[config.mk]
export PLATFORM = sky130hd
export DESIGN_NAME = tmr_master_trig
export DESIGN_NICKNAME = d
export VERILOG_FILES = /design/src/rtl/tmr_pkg.sv /design/src/rtl/tmr_count_core.sv /design/src/rtl/tmr_cmp_bank.sv /design/src/rtl/tmr_trg_mux.sv /design/src/rtl/tmr_master_trig.sv
export SDC_FILE = /design/constraint.sdc
export NUM_CORES = 1
export LEC_CHECK = 0
export ABC_AREA = 1
export ABC_CLOCK_PERIOD_IN_PS = 1800
export BUFFER_PORTS_ARGS = -buffer_cell sky130_fd_sc_hd__buf_2
export CAP_MARGIN = 40
export CELL_PAD_IN_SITES_DETAIL_PLACEMENT = 1
export CELL_PAD_IN_SITES_GLOBAL_PLACEMENT = 1
export CORE_MARGIN = 4
export CORE_UTILIZATION = 37
export DETAILED_ROUTE_END_ITERATION = 8
export MAX_ROUTING_LAYER = met4
export PLACE_DENSITY = 0.72
export SYNTH_ARGS = -nofsm -noshare
export SYNTH_HDL_FRONTEND = slang
export SYNTH_SLANG_ARGS = --single-unit
[constraint.sdc]
create_clock -name clk_i -period 1.8 [get_ports clk_i]
set_clock_uncertainty 0.2 [all_clocks]
set_input_delay 0.36 -clock clk_i [delete_from_list [all_inputs] [get_ports clk_i]]
set_output_delay 0.36 -clock clk_i [all_outputs]
set_load 0.005 [all_outputs]
[src/rtl/tmr_pkg.sv]
package tmr_pkg;

   typedef enum logic [2:0] {
      TRG_REINIT  = 3'd0,
      TRG_ENABLE  = 3'd1,
      TRG_UPDATE  = 3'd2,
      TRG_CMPPULS = 3'd3,
      TRG_REF1    = 3'd4,
      TRG_REF2    = 3'd5,
      TRG_RSV6    = 3'd6,
      TRG_RSV7    = 3'd7
   } trg_sel_e;

   localparam int unsigned ADR_CTRL     = 0;
   localparam int unsigned ADR_RELOAD   = 1;
   localparam int unsigned ADR_EVENT    = 2;
   localparam int unsigned ADR_FLAGCLR  = 3;
   localparam int unsigned ADR_CMP_BASE = 4;

   localparam int unsigned CTL_RUN_BIT  = 0;
   localparam int unsigned CTL_GATE_BIT = 1;
   localparam int unsigned CTL_SEL_LSB  = 4;
   localparam int unsigned CTL_SEL_W    = 3;

endpackage

[src/rtl/tmr_count_core.sv]
module tmr_count_core #(
   parameter int unsigned CNT_W = 16
) (
   input  logic             clk_i,
   input  logic             rst_ni,
   input  logic             en_i,
   input  logic             clr_i,
   input  logic [CNT_W-1:0] reload_i,
   output logic [CNT_W-1:0] cnt_o,
   output logic             wrap_o
);

   localparam logic [CNT_W-1:0] CNT_ONE = CNT_W'(1);

   logic [CNT_W-1:0] cnt_q;

   assign wrap_o = en_i && (cnt_q == reload_i);
   assign cnt_o  = cnt_q;

   always_ff @(posedge clk_i or negedge rst_ni) begin
      if (!rst_ni)      cnt_q <= '0;
      else if (clr_i)   cnt_q <= '0;
      else if (wrap_o)  cnt_q <= '0;
      else if (en_i)    cnt_q <= cnt_q + CNT_ONE;
   end

   p_wrap_zero_r2: assert property (@(posedge clk_i) disable iff (!rst_ni)
      (en_i && cnt_q == reload_i) |=> (cnt_q == '0));

   p_reinit_zero_r3: assert property (@(posedge clk_i) disable iff (!rst_ni)
      clr_i |=> (cnt_q == '0));

   p_hold_r12: assert property (@(posedge clk_i) disable iff (!rst_ni)
      (!en_i && !clr_i) |=> $stable(cnt_q));

endmodule

[src/rtl/tmr_cmp_bank.sv]
module tmr_cmp_bank #(
   parameter int unsigned CNT_W = 16,
   parameter int unsigned CH_N  = 2
) (
   input  logic [CNT_W-1:0]           cnt_i,
   input  logic [CH_N-1:0][CNT_W-1:0] cmp_i,
   output logic [CH_N-1:0]            ref_o
);

   for (genvar c = 0; c < CH_N; c++) begin : g_ch
      assign ref_o[c] = (cnt_i < cmp_i[c]);
   end

endmodule

[src/rtl/tmr_trg_mux.sv]
module tmr_trg_mux
   import tmr_pkg::*;
(
   input  logic     clk_i,
   input  logic     rst_ni,
   input  trg_sel_e sel_i,
   input  logic     reinit_i,
   input  logic     run_i,
   input  logic     gated_i,
   input  logic     upd_i,
   input  logic     match_i,
   input  logic     ref1_i,
   input  logic     ref2_i,
   output logic     trg_o
);

   logic gated_q;

   always_ff @(posedge clk_i or negedge rst_ni) begin
      if (!rst_ni) gated_q <= 1'b0;
      else         gated_q <= gated_i;
   end

   always_comb begin
      unique case (sel_i)
         TRG_REINIT:  trg_o = reinit_i;
         TRG_ENABLE:  trg_o = run_i | gated_q;
         TRG_UPDATE:  trg_o = upd_i;
         TRG_CMPPULS: trg_o = match_i;
         TRG_REF1:    trg_o = ref1_i;
         TRG_REF2:    trg_o = ref2_i;
         default:     trg_o = 1'b0;
      endcase
   end

   p_enable_run_r4: assert property (@(posedge clk_i) disable iff (!rst_ni)
      (sel_i == TRG_ENABLE && run_i) |-> trg_o);

   p_gate_late_r4: assert property (@(posedge clk_i) disable iff (!rst_ni)
      (gated_i && sel_i == TRG_ENABLE) |=> (trg_o || sel_i != TRG_ENABLE));

endmodule

[src/rtl/tmr_master_trig.sv]
module tmr_master_trig
   import tmr_pkg::*;
#(
   parameter int unsigned CNT_W  = 16,
   parameter int unsigned CH_N   = 2,
   parameter int unsigned ADDR_W = 3
) (
   input  logic              clk_i,
   input  logic              rst_ni,
   input  logic              wr_en_i,
   input  logic [ADDR_W-1:0] wr_addr_i,
   input  logic [CNT_W-1:0]  wr_data_i,
   input  logic              slv_trig_i,
   output logic              trg_o,
   output logic [CH_N-1:0]   oc_ref_o,
   output logic              cc1_flag_o
);

   localparam int unsigned DATA_W = CNT_W;
   localparam int unsigned ADR_SPAN = 1 << ADDR_W;

   if (DATA_W < CTL_SEL_LSB + CTL_SEL_W) begin : g_bad_width
      $fatal(1, "CNT_W too small for the control word");
   end
   if (CH_N < 2) begin : g_bad_ch
      $fatal(1, "CH_N must be at least 2");
   end
   if (ADR_CMP_BASE + CH_N > ADR_SPAN) begin : g_bad_addr
      $fatal(1, "ADDR_W too small for CH_N compare registers");
   end

   logic                          run_q, gate_q;
   trg_sel_e                      sel_q;
   logic [CNT_W-1:0]              reload_q;
   logic [CH_N-1:0][CNT_W-1:0]    cmp_q;
   logic                          flag_q;

   logic             wr_ctrl, wr_reload, wr_clr, reinit;
   logic             gated, cnt_en, wrap, upd, match;
   logic [CNT_W-1:0] cnt;
   logic             unused_wdata;

   assign unused_wdata = ^wr_data_i;

   assign wr_ctrl   = wr_en_i && (wr_addr_i == ADDR_W'(ADR_CTRL));
   assign wr_reload = wr_en_i && (wr_addr_i == ADDR_W'(ADR_RELOAD));
   assign reinit    = wr_en_i && (wr_addr_i == ADDR_W'(ADR_EVENT)) && wr_data_i[0];
   assign wr_clr    = wr_en_i && (wr_addr_i == ADDR_W'(ADR_FLAGCLR)) && !wr_data_i[0];

   always_ff @(posedge clk_i or negedge rst_ni) begin
      if (!rst_ni) begin
         run_q  <= 1'b0;
         gate_q <= 1'b0;
         sel_q  <= TRG_REINIT;
      end else if (wr_ctrl) begin
         run_q  <= wr_data_i[CTL_RUN_BIT];
         gate_q <= wr_data_i[CTL_GATE_BIT];
         sel_q  <= trg_sel_e'(wr_data_i[CTL_SEL_LSB +: CTL_SEL_W]);
      end
   end

   always_ff @(posedge clk_i or negedge rst_ni) begin
      if (!rst_ni)        reload_q <= '0;
      else if (wr_reload) reload_q <= wr_data_i;
   end

   for (genvar c = 0; c < CH_N; c++) begin : g_cmp_reg
      always_ff @(posedge clk_i or negedge rst_ni) begin
         if (!rst_ni)
            cmp_q[c] <= '0;
         else if (wr_en_i && wr_addr_i == ADDR_W'(ADR_CMP_BASE + c))
            cmp_q[c] <= wr_data_i;
      end
   end

   assign gated  = gate_q & slv_trig_i;
   assign cnt_en = run_q | gated;

   tmr_count_core #(.CNT_W(CNT_W)) u_core (
      .clk_i    (clk_i),
      .rst_ni   (rst_ni),
      .en_i     (cnt_en),
      .clr_i    (reinit),
      .reload_i (reload_q),
      .cnt_o    (cnt),
      .wrap_o   (wrap)
   );

   tmr_cmp_bank #(.CNT_W(CNT_W), .CH_N(CH_N)) u_cmp (
      .cnt_i (cnt),
      .cmp_i (cmp_q),
      .ref_o (oc_ref_o)
   );

   assign upd   = wrap | reinit;
   assign match = cnt_en && (cnt == cmp_q[0]);

   always_ff @(posedge clk_i or negedge rst_ni) begin
      if (!rst_ni)     flag_q <= 1'b0;
      else if (match)  flag_q <= 1'b1;
      else if (wr_clr) flag_q <= 1'b0;
   end
   assign cc1_flag_o = flag_q;

   tmr_trg_mux u_mux (
      .clk_i    (clk_i),
      .rst_ni   (rst_ni),
      .sel_i    (sel_q),
      .reinit_i (reinit),
      .run_i    (run_q),
      .gated_i  (gated),
      .upd_i    (upd),
      .match_i  (match),
      .ref1_i   (oc_ref_o[0]),
      .ref2_i   (oc_ref_o[1]),
      .trg_o    (trg_o)
   );

   p_flag_set_r10: assert property (@(posedge clk_i) disable iff (!rst_ni)
      match |=> cc1_flag_o);

   p_flag_keep_r10: assert property (@(posedge clk_i) disable iff (!rst_ni)
      (cc1_flag_o && !wr_clr) |=> cc1_flag_o);

   p_pulse_every_r6: assert property (@(posedge clk_i) disable iff (!rst_ni)
      (sel_q == TRG_CMPPULS && cc1_flag_o && match) |-> trg_o);

   p_rsvd_low_r8: assert property (@(posedge clk_i) disable iff (!rst_ni)
      (sel_q == TRG_RSV6 || sel_q == TRG_RSV7) |-> !trg_o);

   p_reinit_trg_r3: assert property (@(posedge clk_i) disable iff (!rst_ni)
      (sel_q == TRG_REINIT && reinit) |-> trg_o);

endmodule

; ---- Word-level counts from Yosys, hierarchy flattened
; Cells that the tools add are included.
[word_totals]
register_bits = 71
in_bits = 23
wordCells = 49
output_inout_bits = 4
[op_classes]
magnitude_cmp = 2
n_reduce_logical = 15
mux = 6
n_eq_ne = 12
bitwise_logic = 4
addsub = 1
[ops]
columns = cell, count
row1 = two-way mux 16 bit, 3
row2 = equality test 16 bit, 2
row3 = < comparator 16 bit, 2
row4 = adder 16 x 1 -> 16 bit (second input constant), 1
row5 = equality test 3 x 2 -> 1 bit (second input constant), 4
row6 = equality test 3 bit (second input constant), 4
row7 = logical AND 1 bit, 10
row8 = equality test 3 x 1 -> 1 bit (second input constant), 2
row9 = logical NOT 3 bit, 2
row10 = case mux 1 bit (6 select lines), 1
row11 = bitwise OR 1 bit, 3
row12 = nonzero test 3 bit, 1
row13 = two-way mux 1 bit, 2
row14 = nonzero test 2 bit, 1
row15 = bitwise AND 1 bit, 1
row16 = logical NOT 1 bit, 1

; ---- Logic depth before layout (Yosys ltp)
; Gate-level depths: netlist (run 1).
[logic_depth]
word_depth = 5
ltp_mapped = 14
depth_no_buf = 14

; ---- Cells and area by module
; A second synthesis (run 1) with hierarchy kept.
[unflattened]
hier_cells = 662
hier_area_um2 = 4663.2
[by_module_without_submodules]
columns = module, cells_each, instances, area_each_um2
row1 = tmr_master_trig, 288, 1, 2438.6
row2 = tmr_count_core, 228, 1, 1342.5
row3 = tmr_cmp_bank, 131, 1, 793.3
row4 = tmr_trg_mux, 15, 1, 88.8

; ---- Least setup slack after synthesis (run 1)
; No wires, ideal clock.
[synth_path]
kind = register to output
startpoint = register u_core.cnt_q[7], in the netlist u_core.cnt_o[7]
endpoint = output port trg_o
required_ps = 1240
setup_slack_ps = -164
arrival_time_ps = 1404
stages_incl_launch_ff = 10
path_cell_list = dfrtp_1 > ha_1 > nand2_1 > nor2_1 > nand3_1 > o21ai_0 > nand2_1 > nor2_1 > nand2_1 > nand3_1
[synth_between]
elab_chain_cells = 4
[synth_rtl]
columns = element, line_no
row1 = "start, declared", tmr_count_core.sv:15  ; logic [CNT_W-1:0] cnt_q;
row2 = "start signal, assigned", tmr_count_core.sv:24  ; else if (en_i) cnt_q <= cnt_q + CNT_ONE;
row3 = branches (longest 3 deep; another with < comparator 16 bit), -
row4 = case mux 1 bit (6 select lines) (*), tmr_trg_mux.sv:25  ; unique case (sel_i)
row5 = "end, declared", tmr_master_trig.sv:14  ; output logic trg_o,
; Mark *: on every way between the ends.

; ---- Worst setup path in the final report (run 1)
[layout_path]
startpoint = register u_core.cnt_q[13], in the netlist u_core.cnt_o[13]
endpoint = output port oc_ref_o[1]
[layout_between]
elab_chain_cells = 1
[layout_rtl]
columns = element, line_no
row1 = < comparator 16 bit, tmr_cmp_bank.sv:11  ; assign ref_o[c] = (cnt_i < cmp_i[c]);
row2 = "end, declared", tmr_master_trig.sv:15  ; output logic [CH_N-1:0] oc_ref_o,
; No other way between the ends.

==> out/metrics.yaml, run 1 <==
synthesis:
  synth_top_cell_area_share: 0.413
  syn_nets: 636
  synth_area_leaders: "dfrtp_1 41%, nand2_1 15%, ha_1 9.3%, inv_1 8.4%, o21ai_0 6.9%"
  yosys_warnings: 0
  synthTopCellsByCount: "177 x nand2_1, 96 x inv_1, 71 x dfrtp_1, 59 x o21ai_0, 41 x nor2_1"
  synth-edff-count: 0
  avgSynthCellArea_um2: 7.40
  yosysMostFrequentCell: "nand2_1"
  synth-main-ff-cell: "dfrtp_1"
  ys_seq_area_frac: 0.413
  synth_area_leader_cell: "dfrtp_1"
  synthArstFlopShare: 1.00
  syn_area_mm2: 0.00430
  ys_types: 32
  synth_cells: 581
  ys_ff_latch: 71
placement:
  place_worst_setup_slack_ns: -0.442
  hpwl_um: 9500
  gp_congestion: 0.866
  io_buffers: 26
  dp.cells: 788
layout:
  final_layout_size_suffix_gt1_frac: 0.262
  fillers: 1439
  syn2layout_area_growth_pct: 31.0
  multi_input_area_mm2: 0.00237
  regArea_mm2: 0.00179
  diodes: 0
  finalNonFillerCells: 816
  final_util: 0.493
  layout.nets: 723
floorplanning:
  core-area_mm2: 0.0114
  initial_core_util: 0.377
  die_w_um: 116
  fp.dieH_um: 116
  dieArea_mm2: 0.0134
  rows: 39
  ioPinCount: 27
setup_path:
  reg2reg_to: "cc1_flag_o"
  worstPathMaxFanout: 3
  start_kind: "flop"
  cp-endpoint: "oc_ref_o[1]"
  cp.arrival_ns: 1.99
  crit-reg2reg-launch: "u_core.cnt_o[1]"
  cp.required_ns: 1.24
  cp-startpoint: "u_core.cnt_o[13]"
  ff2ff_path_depth: 13
  critical_path_class: "flop to primary output"
  ff2ff_setup_slack_ns: -0.59
  end_kind: "primary output"
power_and_ir_drop:
  total_power_mw: 6.02
  powerDensity_mw_per_mm2: 1070
  ir_worst_vdd_uv: 574
  leakagePower_nw: 2.96
clock_network:
  root_buffer: "clkbuf_16"
  clk_path_buf_depth: 2
  clk_pin_slew_ns: 0.06
  clock_sink_count: 71
  clk-insertion-delay-late_ns: 0.35
  h-tree-depth: 3
  cts_buffers: 9
  cts_tree: "yes"
global_route:
  antenna_found_initial: 0
  grt_pass1_vias: 4425
  overflow: 0
  grt_max_degree: 45
  grt_first_pass_wirelength_um: 21500
  track_usage: 0.215
flow_run:
  drv_cap: 0
timing:
  worst_slack_ns: -0.751
  hold_violations: 0
  worst_pin_slew_ns: 0.345
  setup_viol: 18
  fmax_mhz: 392
  fin_crit_ns: 2.55
  finalSetupTns_ns: -3.55
  finalCritPeriodShare: 1.42
  slew_headroom: 0.768
  rsz0062_at_grt: "true"
  slew_viol_final: 0
drt:
  wl_per_cell_um: 15.7
  drtAntennaViolNets: 0
  vias: 3994
  via_per_inst: 4.89
  drcViolationCount: 0
  drt_iter0_markers: 101
  drtPass1Iterations: 6
  routed_wl_um: 12800
run_status:
  violations: "negative setup slack"
  outcome: "finished, violations left"
hold_path:
  min_path_type: "primary input to flop"
-- metal layers --
metal / share of wire / track usage / wire length (µm)
met1: 0.46 / 0.260 / 5830
met2: 0.50 / 0.365 / 6390
met3: 0.028 / 0.0397 / 356
met4: 0.018 / 0.0665 / 236
met5: 0 / - / 0
-- layout by cell type, fill, tap and decap left out, types with 2 or more instances in the layout --
cell type  count
nor2_1        34
and2_1         2
nor3_1         9
o21ai_1        2
buf_4         57
nand3_2        6
nand2_4        4
nand2_2       12
buf_12         4
nor2_4         6
nor2_2         6
dfrtp_2        8
nand3_1       10
ha_1          20
o21ai_0       56
o21ai_2        2
buf_2         24
clkinv_2       5
a21oi_2        5
a21oi_1       10
inv_2          8
nand2_1      165
nand4_1       15
buf_6          2
inv_1         94
ha_4          11
xnor2_1        4
and2_4         2
xor2_1         5
clkbuf_16      9
clkbuf_1       2
dfrtp_1       63
-- through the flow --
stage	instance area (µm²)	hold WS (ns)
floorplan	4370	-0.136
global placement	5060	0.144
detailed placement	5060	0.140
CTS	5510	0.0587
global route	5630	0.0881
finish	5630	0.0688
-- final cells by class --
class	instances	area share
multi-input combinational	396	0.420
clock inverter	5	0.00444
clock buffer	11	0.0413
tap	143	0.0318
inverter	102	0.0680
timing repair buffer	88	0.117
sequential	71	0.317
-- power by group --
| group | switching (mW) | internal (mW) | leakage, nW | total (mW) |
|---|---|---|---|---|
| Combinational | 1.29 | 0.993 | 1.94 | 2.28 |
| Sequential | 0.239 | 1.90 | 0.896 | 2.14 |
| Clock | 0.681 | 0.920 | 0.133 | 1.60 |
| Total | 2.21 | 3.81 | 2.96 | 6.02 |
-- cells by family after synthesis --
group	synth area share
xor+xnor	0.0183
fa+ha+maj	0.0931
compound gates	0.0946
flops	0.413
buf+inv	0.102
simple gates	0.279
-- repair_timing --
item                                    CTS  global route
gates resized for setup                  29            25
endpoints found under the setup margin   16            20
hold endpoints to repair                 71             0
setup buffers                             9             2
pin swaps                                17            19
gates cloned                              0             0
hold buffers                              1             0
-- worst min path at each step --
stage,from,end,slack [ns],cells past startpoint
3_5_place_dp,rst_ni,cmp_q[22],0.14,2
3_3_place_gp,rst_ni,cmp_q[22],0.14,2
4_1_cts,slv_trig_i,u_mux.gated_q,0.06,3
2_1_floorplan,rst_ni,cc1_flag_o,-0.14,0
5_1_grt,slv_trig_i,u_mux.gated_q,0.09,3
6_report,slv_trig_i,u_mux.gated_q,0.07,3
-- state kept, by name, summed over array words and instances (netlist names) --
signal	count
sel_q	3
u_core.cnt_o	16
run_q	1
cmp_q	32
cc1_flag_o	1
reload_q	16
u_mux.gated_q	1
gate_q	1
-- worst max-delay path, cell delays in order, from the launching register on --
cell and delay, ns:
dfrtp_2 0.44, ha_1 0.32, nand4_1 0.20, nor3_1 0.19, buf_4 0.14, nand2_2 0.07, and2_4 0.17, buf_2 0.12
Power figures use the tool's default switching activity.
==> inputs of run 2 (changes only) <==
==> constraint.sdc (replaced) <==
create_clock -name clk_i -period 1.8 [get_ports clk_i]
set_clock_uncertainty 0.2 [all_clocks]
set_input_delay 0.36 -clock clk_i [delete_from_list [all_inputs] [get_ports clk_i]]
set_output_delay 0.36 -clock clk_i [all_outputs]
set_load 0.01 [all_outputs]
==> run 2 against run 1 <==
- the flow still finishes with violations (negative setup slack)
- cell area grew 3.3%
- clock power up 12%
- utilization rose by 1.6 points
- first-iteration DRC count grew 26%
- clock-buffer cell count grew 2
- critical path depth is 1 lower
- largest cell class unchanged
==> out/metrics.yaml, run 2 (same netlist as run 1, synthesis figures left out) <==
floorplanning:
  fp.dieH_um: 116
  initial_core_util: 0.377
  rows: 39
  ioPinCount: 27
  dieArea_mm2: 0.0134
  die_w_um: 116
  core-area_mm2: 0.0114
power_and_ir_drop:
  leakagePower_nw: 3.00
  seq_power_share: 0.339
  ir_worst_vdd_uv: 499
  p_sw_mw: 2.30
  clockPowerShare: 0.284
  pwr-share-comb: 0.378
  total_power_mw: 6.35
  swShare: 0.363
  powerDensity_mw_per_mm2: 1090
  internal-power_mw: 4.05
global_route:
  grtUsageMet1: 0.265
  track_usage: 0.217
  grt_max_degree: 33
  antenna_found_initial: 0
  overflow: 0
  grt_use_met2: 0.366
  grt_pass1_vias: 4437
  grt_busiest_layer: "met2"
  grt_first_pass_wirelength_um: 21900
  met3_usage: 0.0251
timing:
  setup_viol: 16
  worst_slack_ns: -0.864
  rsz0062_at_grt: "true"
  finalCritPeriodShare: 1.48
  slew_headroom: 0.755
  worst_pin_slew_ns: 0.367
  whs_ns: 0.0644
  hold_violations: 0
  fmax_mhz: 375
  slew_viol_final: 0
  fin_crit_ns: 2.66
clock_network:
  clock_sink_count: 71
  cts_buffers: 9
  cts_tree: "yes"
  h-tree-depth: 3
  clk_pin_slew_ns: 0.06
  clk_path_buf_depth: 2
  clk-insertion-delay-late_ns: 0.34
  root_buffer: "clkbuf_16"
setup_path:
  critical_path_class: "flop to primary output"
  cp.required_ns: 1.24
  worstPathMaxFanout: 3
  start_kind: "flop"
  end_kind: "primary output"
  cp.arrival_ns: 2.10
  ff2ff_setup_slack_ns: -0.05
  ff2ff_path_depth: 11
  crit-reg2reg-launch: "u_core.cnt_o[8]"
  reg2reg_to: "u_core.cnt_o[15]"
drt:
  drtPass1Iterations: 4
  routed_wl_um: 13600
  drcViolationCount: 0
  vias: 4069
  drt_iter0_markers: 127
  via_per_inst: 4.99
  wl_per_cell_um: 16.7
  drtAntennaViolNets: 0
layout:
  final_util: 0.510
  diodes: 0
  postLayoutCellArea_mm2: 0.00582
  mostFrequentLayoutCells: "161 x nand2_1, 95 x inv_1, 62 x dfrtp_1"
  regArea_mm2: 0.00179
  final_layout_size_suffix_gt1_frac: 0.278
  largest-register: "cmp_q"
  multi_input_area_mm2: 0.00250
  finalNonFillerCells: 816
  syn2layout_area_growth_pct: 35.3
  layout.nets: 723
  final_common_cell: "nand2_1"
  fillers: 1413
  largest_reg_flops: 32
hold_path:
  holdCritStartpoint: "slv_trig_i"
  min_delay_path_depth: 3
  holdPathEnd: "u_mux.gated_q"
  min_path_type: "primary input to flop"
run_status:
  outcome: "finished, violations left"
  violations: "negative setup slack"
placement:
  io_buffers: 26
  dp.cells: 787
  hpwl_um: 9630
  placed_area_mm2: 0.00505
  gp_congestion: 0.870
flow_run:
  drv_cap: 0
run 2: cell types whose count changed in the layout (fill, tap and decap cells not counted), sizes merged:
cell	previous run	this run
clkbuf	11	13
clkinvlp	0	1
clkinv	5	1
bufinv	0	1
run 2: metal layers:
metal  routed length, µm  up-vias
li1                    -     1994
met1                6010     1996
met2                6900       54
met3                 352       25
met4                 373        0
met5                   0        -
run 2: worst max-delay path by stage:
stage	slack [ns]	endpoint	from	cells past startpoint
6_report	-0.86	oc_ref_o[1]	u_core.cnt_o[12]	6
5_1_grt	-0.93	oc_ref_o[1]	u_core.cnt_o[12]	6
4_1_cts	-0.75	trg_o	u_core.cnt_o[15]	7
3_5_place_dp	-0.44	trg_o	u_core.cnt_o[15]	7
3_3_place_gp	-0.41	trg_o	u_core.cnt_o[15]	7
2_1_floorplan	-0.12	trg_o	u_core.cnt_o[5]	9
run 2: area by class of cell:
type | count | share of cell area
clock buffer | 13 | 0.0430
sequential | 71 | 0.307
timing repair buffer | 88 | 0.116
multi-input combinational | 396 | 0.430
inverter | 102 | 0.0658
tap | 143 | 0.0308
clock inverter | 3 | 0.00731
run 2: power groups by stage:
| stage | Clock, mW | Combinational, mW | Sequential [mW] |
|---|---|---|---|
| after floorplan | 0 | 1.19 | 2.14 |
| after detailed placement | 0 | 1.98 | 2.16 |
| final | 1.80 | 2.40 | 2.15 |
| after CTS | 1.84 | 2.16 | 2.14 |
| after global routing | 1.93 | 2.71 | 2.19 |
| after global placement | 0 | 1.88 | 2.13 |
run 2: through the flow:
| stage | setup WS (ns) | setup TNS [ns] |
|---|---|---|
| 6_report | -0.864 | -2.69 |
| 5_1_grt | -0.929 | -4.52 |
| 4_1_cts | -0.748 | -2.22 |
| 3_5_place_dp | -0.445 | -2.11 |
| 3_3_place_gp | -0.412 | -1.46 |
| 2_1_floorplan | -0.118 | -0.280 |
run 2: what timing repair did:
action | CTS | global route
gates resized for setup | 36 | 41
buffers inserted | 3 | 12
endpoints found under the hold margin | 24 | 0
hold buffers | 1 | 0
pin swaps | 13 | 17
endpoints found under the setup margin | 19 | 20
run 2: worst max-delay path, stage by stage (launching register included):
cell	delay (ns)
dfrtp_2	0.45
ha_4	0.28
nand4_1	0.21
nor3_2	0.33
nand2_1	0.14
and2_1	0.20
buf_2	0.14
